<file path="src/rtl/bankreg_pkg.sv">
package bankreg_pkg;

   typedef enum logic [2:0] {
      BK_USER = 3'd0,
      BK_FAST = 3'd1,
      BK_IRQ  = 3'd2,
      BK_SUPV = 3'd3,
      BK_ABRT = 3'd4,
      BK_UNDF = 3'd5
   } bank_e;

   localparam logic [4:0] MD_USER = 5'b10000;
   localparam logic [4:0] MD_FAST = 5'b10001;
   localparam logic [4:0] MD_IRQ  = 5'b10010;
   localparam logic [4:0] MD_SUPV = 5'b10011;
   localparam logic [4:0] MD_ABRT = 5'b10111;
   localparam logic [4:0] MD_UNDF = 5'b11011;
   localparam logic [4:0] MD_SYST = 5'b11111;

   // Banks that hold a private stack/link pair, counted from BK_IRQ
   localparam int unsigned NUM_PAIR_BANKS = 4;

endpackage

</file>
<file path="src/rtl/bankreg_mode_decode.sv">
module bankreg_mode_decode
   import bankreg_pkg::*;
(
   input  logic [4:0] mode_i,
   output bank_e      bank_o
);

   always_comb begin
      unique case (mode_i)
         MD_FAST: bank_o = BK_FAST;
         MD_IRQ:  bank_o = BK_IRQ;
         MD_SUPV: bank_o = BK_SUPV;
         MD_ABRT: bank_o = BK_ABRT;
         MD_UNDF: bank_o = BK_UNDF;
         default: bank_o = BK_USER; // user, system and unknown codes
      endcase
   end

endmodule

</file>
<file path="src/rtl/bankreg_index_map.sv">
module bankreg_index_map
   import bankreg_pkg::*;
#(
   parameter int unsigned IDX_W   = 4,
   parameter int unsigned FAST_LO = 8,
   parameter int unsigned PRIV_LO = 13,
   parameter int unsigned PW      = 5
) (
   input  bank_e             bank_i,
   input  logic [IDX_W-1:0]  idx_i,
   output logic [PW-1:0]     phys_o
);

   localparam int unsigned ARCH     = 1 << IDX_W;
   localparam int unsigned TOP_IDX  = ARCH - 1;          // never banked
   localparam int unsigned FAST_CNT = TOP_IDX - FAST_LO;
   localparam int unsigned PRIV_CNT = TOP_IDX - PRIV_LO;
   localparam int unsigned FAST_BASE = ARCH;
   localparam int unsigned PAIR_BASE = ARCH + FAST_CNT;

   int unsigned idx_n;
   int unsigned bank_k;
   int unsigned phys_n;

   always_comb begin
      idx_n  = int'(idx_i);
      bank_k = int'(bank_i) - int'(BK_IRQ);
      phys_n = idx_n;
      if (bank_i == BK_FAST) begin
         if (idx_n >= FAST_LO && idx_n < TOP_IDX)
            phys_n = FAST_BASE + (idx_n - FAST_LO);
      end else if (bank_i != BK_USER) begin
         if (idx_n >= PRIV_LO && idx_n < TOP_IDX)
            phys_n = PAIR_BASE + bank_k * PRIV_CNT + (idx_n - PRIV_LO);
      end
      phys_o = PW'(phys_n);
   end

endmodule

</file>
<file path="src/rtl/bankreg_store.sv">
module bankreg_store #(
   parameter int unsigned DATA_W = 32,
   parameter int unsigned PHYS   = 31,
   parameter int unsigned PW     = 5,
   parameter int unsigned NRD    = 2
) (
   input  logic                       clk,
   input  logic                       rst,
   input  logic                       we,
   input  logic [PW-1:0]              waddr,
   input  logic [DATA_W-1:0]          wdata,
   input  logic [NRD-1:0][PW-1:0]     raddr,
   output logic [NRD-1:0][DATA_W-1:0] rdata
);

   logic [DATA_W-1:0] mem [PHYS];

   for (genvar g = 0; g < PHYS; g++) begin : g_word
      always_ff @(posedge clk) begin
         if (rst)
            mem[g] <= '0;
         else if (we && waddr == PW'(g))
            mem[g] <= wdata;
      end
   end

   for (genvar p = 0; p < NRD; p++) begin : g_rd
      assign rdata[p] = (int'(raddr[p]) < PHYS) ? mem[raddr[p]] : '0;
   end

endmodule

</file>
<file path="src/rtl/banked_regfile.sv">
module banked_regfile
   import bankreg_pkg::*;
#(
   parameter int unsigned DATA_W  = 32,
   parameter int unsigned IDX_W   = 4,
   parameter int unsigned FAST_LO = 8,
   parameter int unsigned PRIV_LO = 13
) (
   input  logic              clk,
   input  logic              rst,
   input  logic [4:0]        mode_i,
   input  logic              wr_en,
   input  logic [IDX_W-1:0]  wr_idx,
   input  logic [DATA_W-1:0] wr_data,
   input  logic [IDX_W-1:0]  ra_idx,
   output logic [DATA_W-1:0] ra_data,
   input  logic [IDX_W-1:0]  rb_idx,
   output logic [DATA_W-1:0] rb_data
);

   localparam int unsigned ARCH     = 1 << IDX_W;
   localparam int unsigned FAST_CNT = ARCH - 1 - FAST_LO;
   localparam int unsigned PRIV_CNT = ARCH - 1 - PRIV_LO;
   localparam int unsigned PHYS     = ARCH + FAST_CNT + NUM_PAIR_BANKS * PRIV_CNT;
   localparam int unsigned PW       = $clog2(PHYS);
   localparam int unsigned NPORT    = 3;   // port 0 write, 1 and 2 read

   if (DATA_W < 1)
      $error("banked_regfile: DATA_W must be at least 1");
   if (IDX_W != 4)
      $error("banked_regfile: mode codes assume sixteen architectural registers");
   if (!(FAST_LO < PRIV_LO && PRIV_LO < ARCH - 1))
      $error("banked_regfile: need FAST_LO < PRIV_LO < last index");

   bank_e bank;

   bankreg_mode_decode u_dec (
      .mode_i (mode_i),
      .bank_o (bank)
   );

   logic [NPORT-1:0][IDX_W-1:0] arch_idx;
   logic [NPORT-1:0][PW-1:0]    phys_idx;

   assign arch_idx[0] = wr_idx;
   assign arch_idx[1] = ra_idx;
   assign arch_idx[2] = rb_idx;

   for (genvar p = 0; p < NPORT; p++) begin : g_map
      bankreg_index_map #(
         .IDX_W   (IDX_W),
         .FAST_LO (FAST_LO),
         .PRIV_LO (PRIV_LO),
         .PW      (PW)
      ) u_map (
         .bank_i (bank),
         .idx_i  (arch_idx[p]),
         .phys_o (phys_idx[p])
      );
   end

   logic [1:0][DATA_W-1:0] rd_words;

   bankreg_store #(
      .DATA_W (DATA_W),
      .PHYS   (PHYS),
      .PW     (PW),
      .NRD    (2)
   ) u_store (
      .clk   (clk),
      .rst   (rst),
      .we    (wr_en),
      .waddr (phys_idx[0]),
      .wdata (wr_data),
      .raddr (phys_idx[2:1]),
      .rdata (rd_words)
   );

   assign ra_data = rd_words[0];
   assign rb_data = rd_words[1];

endmodule

</file>
<file path="config.mk">
export PLATFORM = sky130hd
export DESIGN_NAME = banked_regfile
export DESIGN_NICKNAME = d
export VERILOG_FILES = /design/src/rtl/bankreg_pkg.sv /design/src/rtl/bankreg_mode_decode.sv /design/src/rtl/bankreg_index_map.sv /design/src/rtl/bankreg_store.sv /design/src/rtl/banked_regfile.sv
export SDC_FILE = /design/constraint.sdc
export NUM_CORES = 2
export LEC_CHECK = 0
export BUFFER_PORTS_ARGS = -buffer_cell sky130_fd_sc_hd__buf_2
export CORE_AREA = 3 3 393 473
export DETAILED_ROUTE_END_ITERATION = 10
export DIE_AREA = 0 0 396 476
export HOLD_SLACK_MARGIN = 0.03
export PLACE_DENSITY_LB_ADDON = 0.08
export SLEW_MARGIN = 15
export SYNTH_ARGS = -nofsm -noshare
export SYNTH_HDL_FRONTEND = slang
export SYNTH_HIERARCHICAL = 1
export SYNTH_SLANG_ARGS = --single-unit
</file>
<file path="constraint.sdc">
create_clock -name clk -period 4.95 [get_ports clk]
set_clock_uncertainty 0.2 [all_clocks]
set_input_delay 0.495 -clock clk [delete_from_list [all_inputs] [get_ports clk]]
set_output_delay 0.495 -clock clk [all_outputs]
set_load 0.005 [all_outputs]
</file>
Word-level counts from Yosys, hierarchy flattened

Memories as Yosys holds them, arrays and structs flattened.
Index checks and enable logic that the tools add are counted.

Add/sub/neg operators: 14
Magnitude comparators: 11
Eq/ne operators: 36
Muxes and demuxes: 141
Bitwise operators: 31
Reductions and logical operators: 39

Operators with widths:

| cell                | number |
|---|---|
| $mux 32             | 33 |
| $eq 5x5->1 const B  | 20 |
| $mux 1              | 95 |
| $mux 5              | 12 |
| $eq 5x4->1 const B  | 8 |
| $logic_and 1x1->1   | 37 |
| $or 1x1->1          | 31 |
| $sub 4x4->5 const B | 6 |
| $ge 4x4->1 const B  | 6 |
| $add 5x5->5 const A | 4 |
| $eq 5x3->1 const B  | 4 |
| $add 5x5->5         | 3 |
| $pmux 3 s5          | 1 |
| $lt 4x4->1 const B  | 3 |
| $eq 5x2->1 const B  | 2 |
| $lt 5x5->1 const B  | 2 |
| $eq 5x1->1 const B  | 1 |
| $logic_not 5->1     | 1 |
| $sub 3x2->4 const B | 1 |
| $eq 3x1->1 const B  | 1 |
| $reduce_bool 3->1   | 1 |

Register bits: 0
Memory bits (writable): 992
Logic and storage cells: 273
Memories kept: 1

Memory list:

| memory      | words | bits a word | read ports | clocked after Yosys merged registers in | wr ports | RTL line            | RTL |
|---|---|---|---|---|---|---|---|
| u_store.mem | 31    | 32          | 2          | 0                                       | 31       | bankreg_store.sv:16 | `logic [DATA_W-1:0] mem [PHYS];` |

Longest topological paths before layout

Depth after elaboration: 14
Mapped depth: 16
Depth with buffers taken out: 14

Hierarchy

The synthesis kept the hierarchy.

Modules (own cells, without submodules):

| module              | times used | cells an instance | area each (um2) |
|---|---|---|---|
| bankreg_store       | 1          | 3675              | 53670.2 |
| bankreg_index_map   | 3          | 24                | 193.9 |
| bankreg_mode_decode | 1          | 7                 | 45.0 |

Worst setup path after synthesis

No wires, ideal clock.

Path type: in2reg
Start point: input port mode_i[2]
End point: memory u_store.mem[19][0], enable pin
Arrival: 4.725 ns
Required time: 4.322 ns
Path slack: -0.403 ns
Stages: 10
Path buffers: 2
Cell sequence: nor3_1 inv_1 fa_1 inv_1 fa_1 o211a_1 clkbuf_1 or2_2 clkbuf_1 o21bai_1

RTL lines:

| element     | RTL line             | RTL |
|---|---|---|
| from (decl) | banked_regfile.sv:11 | `input logic [4:0] mode_i,` |
| to (decl)   | bankreg_store.sv:16  |  |

==> metrics <==
CTS Hold Bufs 0; vias per cell 5.40; Post-Route WL 236 mm; share of layout cells above drive strength 1 0.290; critical path arrival 4140 ps; WL/cell 36.6 um; slowest CP cell fa_1; Synth Warn # 6; flops & latches, synth 992; nets 3985; Finish-stage setup viols 0; Peak VDD IR 0.259 mV; Power per Cell Area 339 nW/um^2; Largest stage delay, worst path 520 ps; first-pass GRT wire length 323 mm; vias in the first global route 36200; Post-synth EDFFs 992; hold-critical path depth 2; Max Cap Viol 0; clock root cell clkbuf_16; die height 476 um; Sink Count 992; total gr overflow 0; chip width 396 um; Pleak 22.7 nW; Clock Tree Buf Depth 3; sequential power share 0.458; status finished, final reports clean; CORE AREA 181000 um^2; Setup crit end kind output pin; slew margin rel. 0.369; Worst-Margin Slew 947 ps; DRC errors left 0; P_sw 5.87 mW; H-tree Lvls 3; Pint 15.9 mW; Area contributors post-synth edfxtp_1 (55%), mux4_2 (17%), and2_1 (11%); Area Growth Syn to Fin 18.2%; IO Count 116; Final WS setup 110 ps; CTS buffer count 117; global placer's final weighted congestion 0.814; max reg flops 992; combinational power share 0.149; ys async rst share 0; CP Cell Sequence buf_2 > xnor2_1 > nor3b_2 > inv_1 > fa_1 > inv_1 > fa_1 > xnor2_1 > nand2_1 > o22ai_4 > buf_4 > o21ai_4 > buf_12 > o32ai_1 > buf_2; Setup CP Type input port to output pin; largest net degree at the start of global routing 89; Tmin final 4840 ps; syn nets 3821; Largest Register u_store/mem; Initial DRC Count 3022; detailed placer's ending HPWL 151 mm; worst-path maximum fanout 7; count leader, synth and2_1; antenna-violating nets left 0; maximum clock rate 207 MHz; Final Cycle Share 0.978; WP buf/inv 6; instance count of the mapped netlist 3754; top cells by count, synth and2_1 (994), edfxtp_1 (992), mux4_2 (413); Switching Fraction 0.270; dpl ws -233 ps; clock share of power 0.393; row count 171; Hold EP u_store/mem[19][16]$_SDFFCE_PN0P_; HP Class input port to register; ys flop type edfxtp_1; Hold Crit Start wr_data[16]; Port Buf Inserts 115; first-pass detailed-route iteration total 5; Hold Violations, Final 0; Avg Cell Area, Syn 14.5 um^2; Clock transition at path regs 60 ps; design area 64200 um^2; Pins Over Slew Limit 0; die area 188000 um^2; dominant cell type by area after synthesis edfxtp_1; GRT Util Overall 0.249; top cell type's share of synthesized area 0.549; Syn Std Cell Area 54300 um^2; Levels on crit path 15; CTS tree built; CP delay by family, top buffers and inverters; type of origin of the critical path input port; Netlist cell types 58; post-synthesis sequential area ratio 0.549; initial core utilization 0.300; worst hold slack 150 ps; Via Count 34900; antenna violations before repair 19; critical path required time 4260 ps; Largest regs u_store/mem (992); Post-Place Cell Area 60300 um^2
==> layout by cell type (no fill, tap or decap), types with 19 or more instances in the layout <==
master and instances:
a211o_1 28, a211oi_1 22, a21oi_1 44, a2bb2oi_1 26
a31oi_1 25, and2_1 994, buf_12 99, buf_2 113
buf_4 229, clkbuf_1 23, clkbuf_16 118, clkinv_1 28
clkinv_2 31, edfxtp_1 992, inv_1 24, mux2_2 41
mux2i_1 247, mux4_2 413, nand2_1 131, nor2_1 30
nor2_4 31, nor2b_1 29, o21ai_0 28, o21bai_4 19
o221ai_1 19, o22a_1 23, o22ai_1 35
==> worst max-delay path by stage <==
| stage | from | endpoint | slack [ps] |
|---|---|---|---|
| 4_1_cts | mode_i[2] | rb_data[0] | 20 |
| 6_report | mode_i[2] | rb_data[13] | 110 |
| 5_1_grt | mode_i[2] | ra_data[12] | -4 |
| 3_5_place_dp | mode_i[2] | rb_data[11] | -230 |
| 2_1_floorplan | mode_i[2] | u_store/mem[19][0]$_SDFFCE_PN0P_ | -400 |
| 3_3_place_gp | mode_i[2] | rb_data[24] | -270 |
==> timing repair <==
action / CTS / global route
gates resized for setup: 7 / 10
endpoints found under the setup margin: 14 / 13
buffers inserted: 2 / 2
cloned: 0 / 0
pin swaps: 1 / 1
==> stage by stage <==
stage,total power [mW],util,std cells,setup TNS [ps]
after global placement,13.4,0.333,6217,-1610
after global routing,22.5,0.354,6439,-3.83
after floorplan,11.7,-,3754,-101300
after detailed placement,13.4,0.333,6217,-1130
after CTS,22.0,0.354,6434,0
final,21.7,0.354,6452,0
==> power by group through the flow <==
stage	logic (mW)	clock network (mW)	registers [mW]
finish	3.24	8.54	9.96
global route	3.38	9.07	10.0
CTS	3.27	8.76	9.96
detailed placement	3.25	0	10.1
global placement	3.26	0	10.1
floorplan	1.69	0	10.0
==> metal layers <==
metal  vias up  global-route usage  wire length (um)
met2      1081               0.441            120000
li1      14600                   -                 -
met4         4              0.0610              5980
met1     18900               0.327             99500
met5         -                   0                22
met3       262              0.0276             10600
==> cells by family after synthesis <==
group,Yosys count,synth area share
DFF,992,0.549
and+or+nand+nor,1263,0.137
adders and majority gates,15,0.00429
xor gates and xnor gates,7,0.00113
muxes,703,0.226
AOI/OAI and AO/OA,349,0.0474
buffers and inverters,425,0.0360
==> area by class of cell <==
type / instances / area, um^2
Antenna cell: 16 / 40.0
Timing Repair Buffer: 444 / 4310
Sequential cell: 992 / 29800
Clock buffer: 141 / 3040
Multi-Input combinational cell: 2337 / 23200
Tap cell: 2422 / 3030
Inverter: 26 / 101
Clock inverter: 74 / 633
Fill cell: 17300 / 117000
(Power assumes the default switching activity.)
